==> src/rtl/gpio_port_pkg.sv <==
package gpio_port_pkg;
  localparam int ADDR_W = 4;

  typedef enum logic [ADDR_W-1:0] {
    REG_DATA   = 4'd0,
    REG_DIR    = 4'd1,
    REG_SENSE  = 4'd2,
    REG_BOTH   = 4'd3,
    REG_EVENT  = 4'd4,
    REG_MASK   = 4'd5,
    REG_RAW    = 4'd6,
    REG_MASKED = 4'd7,
    REG_CLEAR  = 4'd8
  } reg_addr_e;
endpackage

==> src/rtl/gpio_sync.sv <==
module gpio_sync #(
  parameter int W      = 8,
  parameter int STAGES = 2
) (
  input  logic         clk,
  input  logic         rst,
  input  logic [W-1:0] d,
  output logic [W-1:0] q
);
  logic [W-1:0] stg [STAGES];

  always_ff @(posedge clk) begin
    if (rst) stg[0] <= '0;
    else     stg[0] <= d;
  end

  for (genvar s = 1; s < STAGES; s++) begin : g_stage
    always_ff @(posedge clk) begin
      if (rst) stg[s] <= '0;
      else     stg[s] <= stg[s-1];
    end
  end

  assign q = stg[STAGES-1];
endmodule

==> src/rtl/gpio_irq_detect.sv <==
module gpio_irq_detect #(
  parameter int W = 8
) (
  input  logic         clk,
  input  logic         rst,
  input  logic [W-1:0] lvl,
  input  logic [W-1:0] dir,
  input  logic [W-1:0] sense,
  input  logic [W-1:0] both,
  input  logic [W-1:0] evt,
  input  logic [W-1:0] clr,
  output logic [W-1:0] status
);
  logic [W-1:0] prev_q;
  logic [W-1:0] hit;

  always_ff @(posedge clk) begin
    if (rst) prev_q <= '0;
    else     prev_q <= lvl;
  end

  for (genvar i = 0; i < W; i++) begin : g_pin
    logic chg, match;
    assign chg   = lvl[i] ^ prev_q[i];
    assign match = (lvl[i] == evt[i]);

    always_comb begin
      if (dir[i])        hit[i] = 1'b0;
      else if (sense[i]) hit[i] = match;
      else if (both[i])  hit[i] = chg;
      else               hit[i] = chg & match;
    end

    always_ff @(posedge clk) begin
      if (rst)         status[i] <= 1'b0;
      else if (clr[i]) status[i] <= 1'b0;
      else if (hit[i]) status[i] <= 1'b1;
    end

    a_r6_level_sets: assert property (@(posedge clk) disable iff (rst)
      (!dir[i] && sense[i] && (lvl[i] == evt[i]) && !clr[i]) |=> status[i]);
    a_r7_sticky: assert property (@(posedge clk) disable iff (rst)
      (status[i] && !clr[i]) |=> status[i]);
    a_r7_clear_wins: assert property (@(posedge clk) disable iff (rst)
      clr[i] |=> !status[i]);
    a_r9_output_quiet: assert property (@(posedge clk) disable iff (rst)
      (dir[i] && !status[i] && !clr[i]) |=> !status[i]);
  end
endmodule

==> src/rtl/gpio_irq_port.sv <==
module gpio_irq_port
  import gpio_port_pkg::*;
#(
  parameter int W = 8
) (
  input  logic              clk,
  input  logic              rst,
  input  logic [ADDR_W-1:0] bus_addr,
  input  logic              bus_wr,
  input  logic              bus_rd,
  input  logic [W-1:0]      bus_wdata,
  output logic [W-1:0]      bus_rdata,
  input  logic [W-1:0]      pin_in,
  output logic [W-1:0]      pin_out,
  output logic              irq
);
  logic [W-1:0] data_q, dir_q, sense_q, both_q, evt_q, mask_q;
  logic [W-1:0] pin_s, status, clr_w, rd_mux;

  gpio_sync #(.W(W), .STAGES(2)) u_sync (
    .clk(clk), .rst(rst), .d(pin_in), .q(pin_s)
  );

  assign clr_w = (bus_wr && bus_addr == REG_CLEAR) ? bus_wdata : '0;

  gpio_irq_detect #(.W(W)) u_det (
    .clk(clk), .rst(rst), .lvl(pin_s), .dir(dir_q), .sense(sense_q),
    .both(both_q), .evt(evt_q), .clr(clr_w), .status(status)
  );

  always_ff @(posedge clk) begin
    if (rst) begin
      data_q  <= '0;
      dir_q   <= '0;
      sense_q <= '0;
      both_q  <= '0;
      evt_q   <= '0;
      mask_q  <= '0;
    end else if (bus_wr) begin
      case (bus_addr)
        REG_DATA:  data_q  <= bus_wdata;
        REG_DIR:   dir_q   <= bus_wdata;
        REG_SENSE: sense_q <= bus_wdata;
        REG_BOTH:  both_q  <= bus_wdata;
        REG_EVENT: evt_q   <= bus_wdata;
        REG_MASK:  mask_q  <= bus_wdata;
        default: ;
      endcase
    end
  end

  always_comb begin
    case (bus_addr)
      REG_DATA:   rd_mux = (pin_s & ~dir_q) | (data_q & dir_q);
      REG_DIR:    rd_mux = dir_q;
      REG_SENSE:  rd_mux = sense_q;
      REG_BOTH:   rd_mux = both_q;
      REG_EVENT:  rd_mux = evt_q;
      REG_MASK:   rd_mux = mask_q;
      REG_RAW:    rd_mux = status;
      REG_MASKED: rd_mux = status & mask_q;
      default:    rd_mux = '0;
    endcase
  end

  always_ff @(posedge clk) begin
    if (rst) begin
      bus_rdata <= '0;
      pin_out   <= '1;
      irq       <= 1'b0;
    end else begin
      if (bus_rd) bus_rdata <= rd_mux;
      pin_out <= (data_q & dir_q) | ~dir_q;
      irq     <= |(status & mask_q);
    end
  end

  a_r2_inputs_drive_high: assert property (@(posedge clk) disable iff (rst)
    1'b1 |=> ((pin_out | $past(dir_q)) == {W{1'b1}}));
  a_r8_irq_off: assert property (@(posedge clk) disable iff (rst)
    ((status & mask_q) == '0) |=> !irq);
  a_r8_irq_on: assert property (@(posedge clk) disable iff (rst)
    ((status & mask_q) != '0) |=> irq);
endmodule

==> config.mk <==
export PLATFORM = sky130hd
export DESIGN_NAME = gpio_irq_port
export DESIGN_NICKNAME = d
export VERILOG_FILES = /design/src/rtl/gpio_port_pkg.sv /design/src/rtl/gpio_sync.sv /design/src/rtl/gpio_irq_detect.sv /design/src/rtl/gpio_irq_port.sv
export SDC_FILE = /design/constraint.sdc
export NUM_CORES = 1
export LEC_CHECK = 0
export BUFFER_PORTS_ARGS = -buffer_cell sky130_fd_sc_hd__clkbuf_2
export CAP_MARGIN = 25
export CORE_MARGIN = 2
export CORE_UTILIZATION = 29
export DETAILED_ROUTE_END_ITERATION = 10
export GPL_TIMING_DRIVEN = 0
export PLACE_DENSITY = 0.56
export SYNTH_ARGS = -nofsm -noshare
export SYNTH_HDL_FRONTEND = slang
export SYNTH_SLANG_ARGS = --single-unit
==> constraint.sdc <==
create_clock -name clk -period 1.3 [get_ports clk]
set_clock_uncertainty 0.05 [all_clocks]
set_input_delay 0.195 -clock clk [delete_from_list [all_inputs] [get_ports clk]]
set_output_delay 0.195 -clock clk [all_outputs]
set_load 0.02 [all_outputs]
==> results.py, run 1 <==
metrics = {
    "outcome": {
        "status": "finished, final reports clean",
    },
    "sta": {
        "slew_viol_final": 0,
        "min_period_over_period_pct": 92.81,
        "rsz0062_at_grt": "false",
        "min_period_ps": 1207,
        "worstMarginPinSlew_ps": 784.3,
        "setup_violations": 0,
        "fmax_mhz": 828.8,
        "fin_setup_tns_ps": 0,
        "slew_headroom_pct": 47.71,
        "hold_viol": 0,
    },
    "grt": {
        "grt_pass1_vias": 3058,
        "grt_pass1_wl_microns": 17610,
        "grt_usage_pct": 16.09,
        "grt_antenna_before_repair": 0,
        "grt_max_degree": 15,
        "gr-total-overflow": 0,
    },
    "job": {
        "cap_viol_max_count": 0,
    },
    "critical_path": {
        "r2r-start": "u_sync.stg[1][5]",
        "critPathLaunchType": "flip-flop",
        "worstSetupEndpointType": "flip-flop",
        "crit_type": "reg -> reg",
        "setup.worst_path.start": "u_sync.stg[1][5]",
        "worstPathRequired_ps": 1510,
        "cp_max_fo": 4,
        "critPathArrivalTime_ps": 1420,
    },
    "synthesis": {
        "yosysUniqueCellTypes": 45,
        "synth_nets": 434,
        "synth_area_leader_cell": "dfxtp_1",
        "avgSynthCellArea_sq_um": 9.949,
        "synth_area_sq_mm": 0.004079,
        "synth_ff_type": "dfxtp_1",
        "synth-seq-cells": 97,
        "netlist_instances": 410,
        "yosys.area.top_type_share_pct": 47.61,
        "synth_edf_count": 0,
        "synth.area.top_cells": "dfxtp_1, mux2i_1, nor2_1",
        "async_reset_ff_share_pct": 0,
        "yosys_warnings": 0,
        "yosysSeqAreaShare_pct": 47.61,
    },
    "power_and_ir_drop": {
        "power_switching_uw": 1475,
        "total_power_uw": 6114,
        "ir_drop_v": 0.0006313,
        "p_int_uw": 4640,
        "p_leak_uw": 0.001996,
        "pwr-share-clk_pct": 41.3,
        "powerDensity_mw_per_mm2": 1271,
        "combPwrFrac_pct": 7.9,
        "swShare_pct": 24.12,
        "power_frac_seq_pct": 50.8,
    },
    "clock_tree": {
        "cts_tree": "built",
        "clkLatencyLatePin_ps": 350,
        "clk_pin_slew_ps": 60,
        "ctsHtreeMaxLevel": 3,
        "cts_buffers": 9,
        "cts_sinks": 97,
        "root_buffer": "clkbuf_16",
        "cts_buffer_depth": 2,
    },
    "placed_design": {
        "gp_congestion": 0.8121,
        "place_hpwl_microns": 7440,
        "io_buffers": 36,
        "placed_cell_area_sq_mm": 0.004484,
    },
    "route": {
        "final_antenna_net_count": 0,
        "vias": 3160,
        "first_pass_iters": 4,
        "wl_microns": 11320,
        "post_drt_wl_per_cell_microns": 17.60,
        "drt-initial-drc-count": 202,
        "drc": 0,
        "vias_per_cell": 4.914,
    },
    "finish": {
        "n_fill_cell": 1422,
        "fin_nets": 482,
        "drive_gt1_share_pct": 18.36,
        "seq_area_sq_mm": 0.001952,
        "antenna_cells": 0,
        "area_delta_synth_final_pct": 17.91,
        "final_cell_area_sq_mm": 0.004810,
        "multi_input_area_sq_mm": 0.001976,
    },
    "min_path": {
        "hold_path_class": "in -> reg",
        "hp-start": "pin_in[6]",
    },
    "die": {
        "die_area_sq_mm": 0.01503,
        "die_x_microns": 122.6,
        "ios": 41,
        "core_sq_mm": 0.01383,
        "placementRows": 43,
        "floorplan.initialDensity_pct": 29.50,
        "fp.dieH_microns": 122.6,
    },
}
[cell usage after synthesis, types with 3 or more instances]
| cell | instances |
|---|---|
| nand2_1 | 11 |
| nand2b_1 | 9 |
| o22ai_1 | 6 |
| inv_1 | 11 |
| xnor2_1 | 8 |
| a22oi_1 | 18 |
| dfxtp_1 | 97 |
| nor2b_1 | 27 |
| o21ai_0 | 8 |
| buf_2 | 5 |
| mux2i_1 | 54 |
| a211oi_1 | 9 |
| buf_6 | 4 |
| xor2_1 | 8 |
| o2bb2ai_1 | 6 |
| buf_4 | 5 |
| clkbuf_1 | 7 |
| nand3_4 | 3 |
| o21ai_1 | 8 |
| o22a_1 | 6 |
| nor2_1 | 65 |
| a221oi_1 | 8 |
[placed cells by master (no fill, tap or decap), drive strengths merged, types with 2 or more instances in the layout]
master        n
clkbuf       56
dlygate4sd3   2
nand2b        9
nand2        11
o22a          6
a211oi        9
mux2i        54
dfxtp        97
buf          16
xor2          8
nand3         5
o21ai        16
inv          11
or3b          2
o2bb2ai       6
o22ai         6
nor2         68
or2           2
xnor2         8
a22oi        18
a221oi        8
nor2b        27
[worst max-delay path, stage by stage, from the launching register on]
cell	delay, ps
dfxtp_1	410
xnor2_1	90
a221oi_1	300
nor2_1	70
a211oi_1	200
[per-stage QoR]
stage / hold slack, ps / cells / utilization (%) / setup WS, ps
floorplan: 240.6 / 410 / - / 53.21
global placement: 360.1 / 626 / 32.43 / -551.2
detailed placement: 360.4 / 626 / 32.43 / -582.5
CTS: 4.906 / 644 / 34.60 / 51.09
global route: 4.329 / 643 / 34.78 / 15.04
finish: 8.415 / 643 / 34.78 / 93.41
[worst paths after layout]
kind                       to  slack (ps)  cells past startpoint
max           u_det.status[5]          90                      4
min          u_sync.stg[0][6]           8                      2
max reg2reg   u_det.status[5]          90                      4
min reg2reg  u_sync.stg[1][0]         380                      1
[sequential cells by signal, indices dropped and copies added (netlist names)]
name	flops
both_q	8
evt_q	8
sense_q	8
pin_out	8
bus_rdata	8
dir_q	8
mask_q	8
u_det.prev_q	8
irq	1
data_q	8
u_det.status	8
u_sync.stg	16
[repair_timing]
action	in CTS	in global routing
buffers inserted	0	0
setup endpoints to repair	11	19
hold buffers	2	0
pin swaps	0	1
gates resized for setup	2	11
endpoints found under the hold margin	2	0
[power by group through the flow]
stage	logic [uW]	registers (uW)	clock network (uW)
6_report	484	3110	2520
3_5_place_dp	477	3170	0
3_3_place_gp	471	3170	0
5_1_grt	530	3120	2680
4_1_cts	484	3100	2580
2_1_floorplan	300	3160	0
[layer usage]
layer	share of wire, %	wire length, microns	GRT usage [%]	vias up
met1	46	5201	21.74	1517
met5	0	0	0	-
met4	3.1	346	7.759	0
met2	44	5019	24.38	87
li1	-	-	-	1536
met3	6.6	748	3.392	20
[cell type report]
class                           count  share of cell area, %
Tap cell                          180                  4.683
Clock inverter                      2                 0.2601
Clock buffer                       14                  5.489
Multi-Input combinational cell    279                  41.08
Sequential cell                    97                  40.58
Inverter                           11                 0.8585
Buffer                             22                  2.888
Timing Repair Buffer               38                  4.162
[cell families (layout without fill, tap and decap cells)]
| group | count (synthesis) | after routing | synth area share (%) |
|---|---|---|---|
| simple gates | 131 | 131 | 17.30 |
| flops | 97 | 97 | 47.61 |
| compound gates | 78 | 78 | 13.93 |
| mux | 54 | 54 | 13.25 |
| buf+inv | 34 | 87 | 4.479 |
| xor+xnor | 16 | 16 | 3.436 |
Power figures use the tool's default switching activity.
==> run 2: changes to the inputs <==
SETUP_SLACK_MARGIN = 0.5   (was unset)
==> run 2 against run 1 <==
  * Register-to-register slack better by 40 ps
  * Non-clock buffer count is 39 higher
  * Core utilization is 6.8 points higher
  * Wire length is 6.2% higher
  * Fmax is 3.1% higher
  * Critical path depth stayed put
  * Critical endpoint is now bus_rdata[6]
  * Die area stayed put
  * Critical path type unchanged
  * Highest routed layer unchanged
  * Setup slack better by 36 ps
  * Sequential power hardly changed
==> results.py, run 2 (synthesis gave the netlist of run 1 again) <==
metrics = {
    "route": {
        "first_pass_iters": 4,
        "vias": 3346,
        "drt-initial-drc-count": 226,
        "post_drt_wl_per_cell_microns": 17.64,
        "final_antenna_net_count": 0,
        "vias_per_cell": 4.913,
        "wl_microns": 12010,
        "drc": 0,
    },
    "sta": {
        "setup_violations": 0,
        "setup_slack_ps": 129.6,
        "min_period_over_period_pct": 90.03,
        "fmax_mhz": 854.4,
        "slew_headroom_pct": 58.00,
        "rsz0062_at_grt": "true",
        "fin_setup_tns_ps": 0,
        "hold_viol": 0,
        "slew_viol_final": 0,
        "min_period_ps": 1170,
        "worstMarginPinSlew_ps": 630.1,
    },
    "placed_design": {
        "post-place-ws_ps": -460.3,
        "place_hpwl_microns": 7480,
        "io_buffers": 36,
        "post-place-cells": 626,
        "gp_congestion": 0.8346,
    },
    "finish": {
        "fin_nets": 521,
        "regMostFlops": "u_sync.stg",
        "stdcell_count": 681,
        "antenna_cells": 0,
        "mostFrequentLayoutCell": "nor2_1",
        "finish.utilization_pct": 41.61,
        "multi_input_area_sq_mm": 0.002172,
        "largest_register_ff_count": 16,
        "area_delta_synth_final_pct": 41.04,
        "n_fill_cell": 1318,
        "drive_gt1_share_pct": 39.52,
        "seq_area_sq_mm": 0.002027,
        "layout_common_cells": "nor2_1, mux2i_1, dfxtp_1",
    },
    "min_path": {
        "holdPathStages": 2,
        "hold_path_end": "u_sync.stg[0][6]",
        "hold_path_class": "in -> reg",
        "hp-start": "pin_in[6]",
    },
    "critical_path": {
        "r2r_end": "bus_rdata[6]",
        "crit_type": "reg -> reg",
        "reg2reg_slack_ps": 130,
        "crit_chain": "or3b_4 > a21oi_2 > o21ai_2 > o211ai_1",
        "critPathLaunchType": "flip-flop",
        "cp_slowest_cell": "dfxtp_4",
        "worstSetupEndpointType": "flip-flop",
        "reg2reg_depth": 4,
        "r2r-start": "u_sync.stg[1][6]",
        "critPathArrivalTime_ps": 1390,
        "crit_path_max_incr_delay_ps": 370,
        "cp_max_fo": 4,
        "worstPathRequired_ps": 1520,
    },
    "clock_tree": {
        "root_buffer": "clkbuf_16",
        "ctsHtreeMaxLevel": 3,
        "cts_buffer_depth": 2,
        "clkLatencyLatePin_ps": 350,
        "cts_sinks": 97,
        "cts_buffers": 9,
        "clk_pin_slew_ps": 70,
        "cts_tree": "built",
    },
    "outcome": {
        "status": "finished, final reports clean",
    },
    "power_and_ir_drop": {
        "ir_drop_v": 0.0005516,
        "p_leak_uw": 0.002377,
        "powerDensity_mw_per_mm2": 1160,
        "total_power_uw": 6676,
    },
    "job": {
        "cap_viol_max_count": 0,
    },
    "die": {
        "die_x_microns": 122.6,
        "floorplan.initialDensity_pct": 29.50,
        "die_area_sq_mm": 0.01503,
        "placementRows": 43,
        "core_sq_mm": 0.01383,
        "ios": 41,
        "fp.dieH_microns": 122.6,
    },
    "grt": {
        "grt_pass1_vias": 3357,
        "gr-total-overflow": 0,
        "grt_antenna_before_repair": 0,
        "grt_max_degree": 16,
        "grt_pass1_wl_microns": 18490,
        "grt_usage_pct": 16.73,
    },
}
==> run 2: changes by cell type in the layout (fill, tap and decap cells not counted), sizes merged <==
| cell | delta |
|---|---|
| bufinv | +2 |
| buf | +53 |
| dlygate4sd3 | +1 |
| clkbuf | -18 |
==> run 2: timing repair <==
item | CTS | global route
hold buffers | 3 | 0
hold endpoints to repair | 3 | 0
buffers inserted | 34 | 3
resized for setup | 135 | 38
pin swaps | 51 | 14
endpoints found under the setup margin | 113 | 82
==> run 2: power breakdown <==
part	leakage [uW]	switching (uW)	internal, uW
Combinational	0.00141	342	303
Sequential	0.000806	63.8	3030
Clock	0.000158	1150	1780
Total	0.00238	1560	5120
==> run 2: worst max-delay path, delay by kind of cell (launching register included) <==
kind               cells  cell delay [ps]
and+or+nand+nor        1              370
DFF                    1              370
AOI/OAI and AO/OA      3              290
==> run 2: worst max path at each step <==
stage / from / to / slack, ps / cells past startpoint
2_1_floorplan: rst / bus_rdata[6] / 80 / 6
3_3_place_gp: rst / data_q[5] / -370 / 4
3_5_place_dp: rst / dir_q[7] / -460 / 4
4_1_cts: u_sync.stg[1][6] / bus_rdata[6] / 140 / 4
5_1_grt: u_det.status[7] / bus_rdata[7] / 70 / 4
6_report: u_sync.stg[1][6] / bus_rdata[6] / 130 / 4
==> run 2: routing by layer <==
| layer | part of all wire [%] | GRT usage [%] | wire length [microns] | vias up |
|---|---|---|---|---|
| met5 | 0 | 0 | 0 | - |
| met4 | 3.3 | 8.980 | 397 | 0 |
| met2 | 47 | 27.01 | 5691 | 92 |
| met3 | 4.9 | 3.532 | 584 | 27 |
| met1 | 44 | 20.87 | 5339 | 1614 |
| li1 | - | - | - | 1613 |
==> run 2: per-stage QoR <==
step | area (sq um) | hold slack [ps]
floorplan | 4125 | 240.6
global placement | 4531 | 355.2
detailed placement | 4531 | 358.6
CTS | 5630 | 1.201
global route | 5753 | 10.70
finish | 5753 | 8.977
==> run 2: area by class of cell <==
class                   instances  area share, %
multi-input cells             279          37.76
flip-flops and latches         97          35.23
repair buffers                 76          13.07
clock buffers                  11          4.393
well taps                     180          3.915
plain buffers                  23          3.589
clock inverters                 4          1.327
inverters                      11         0.7177
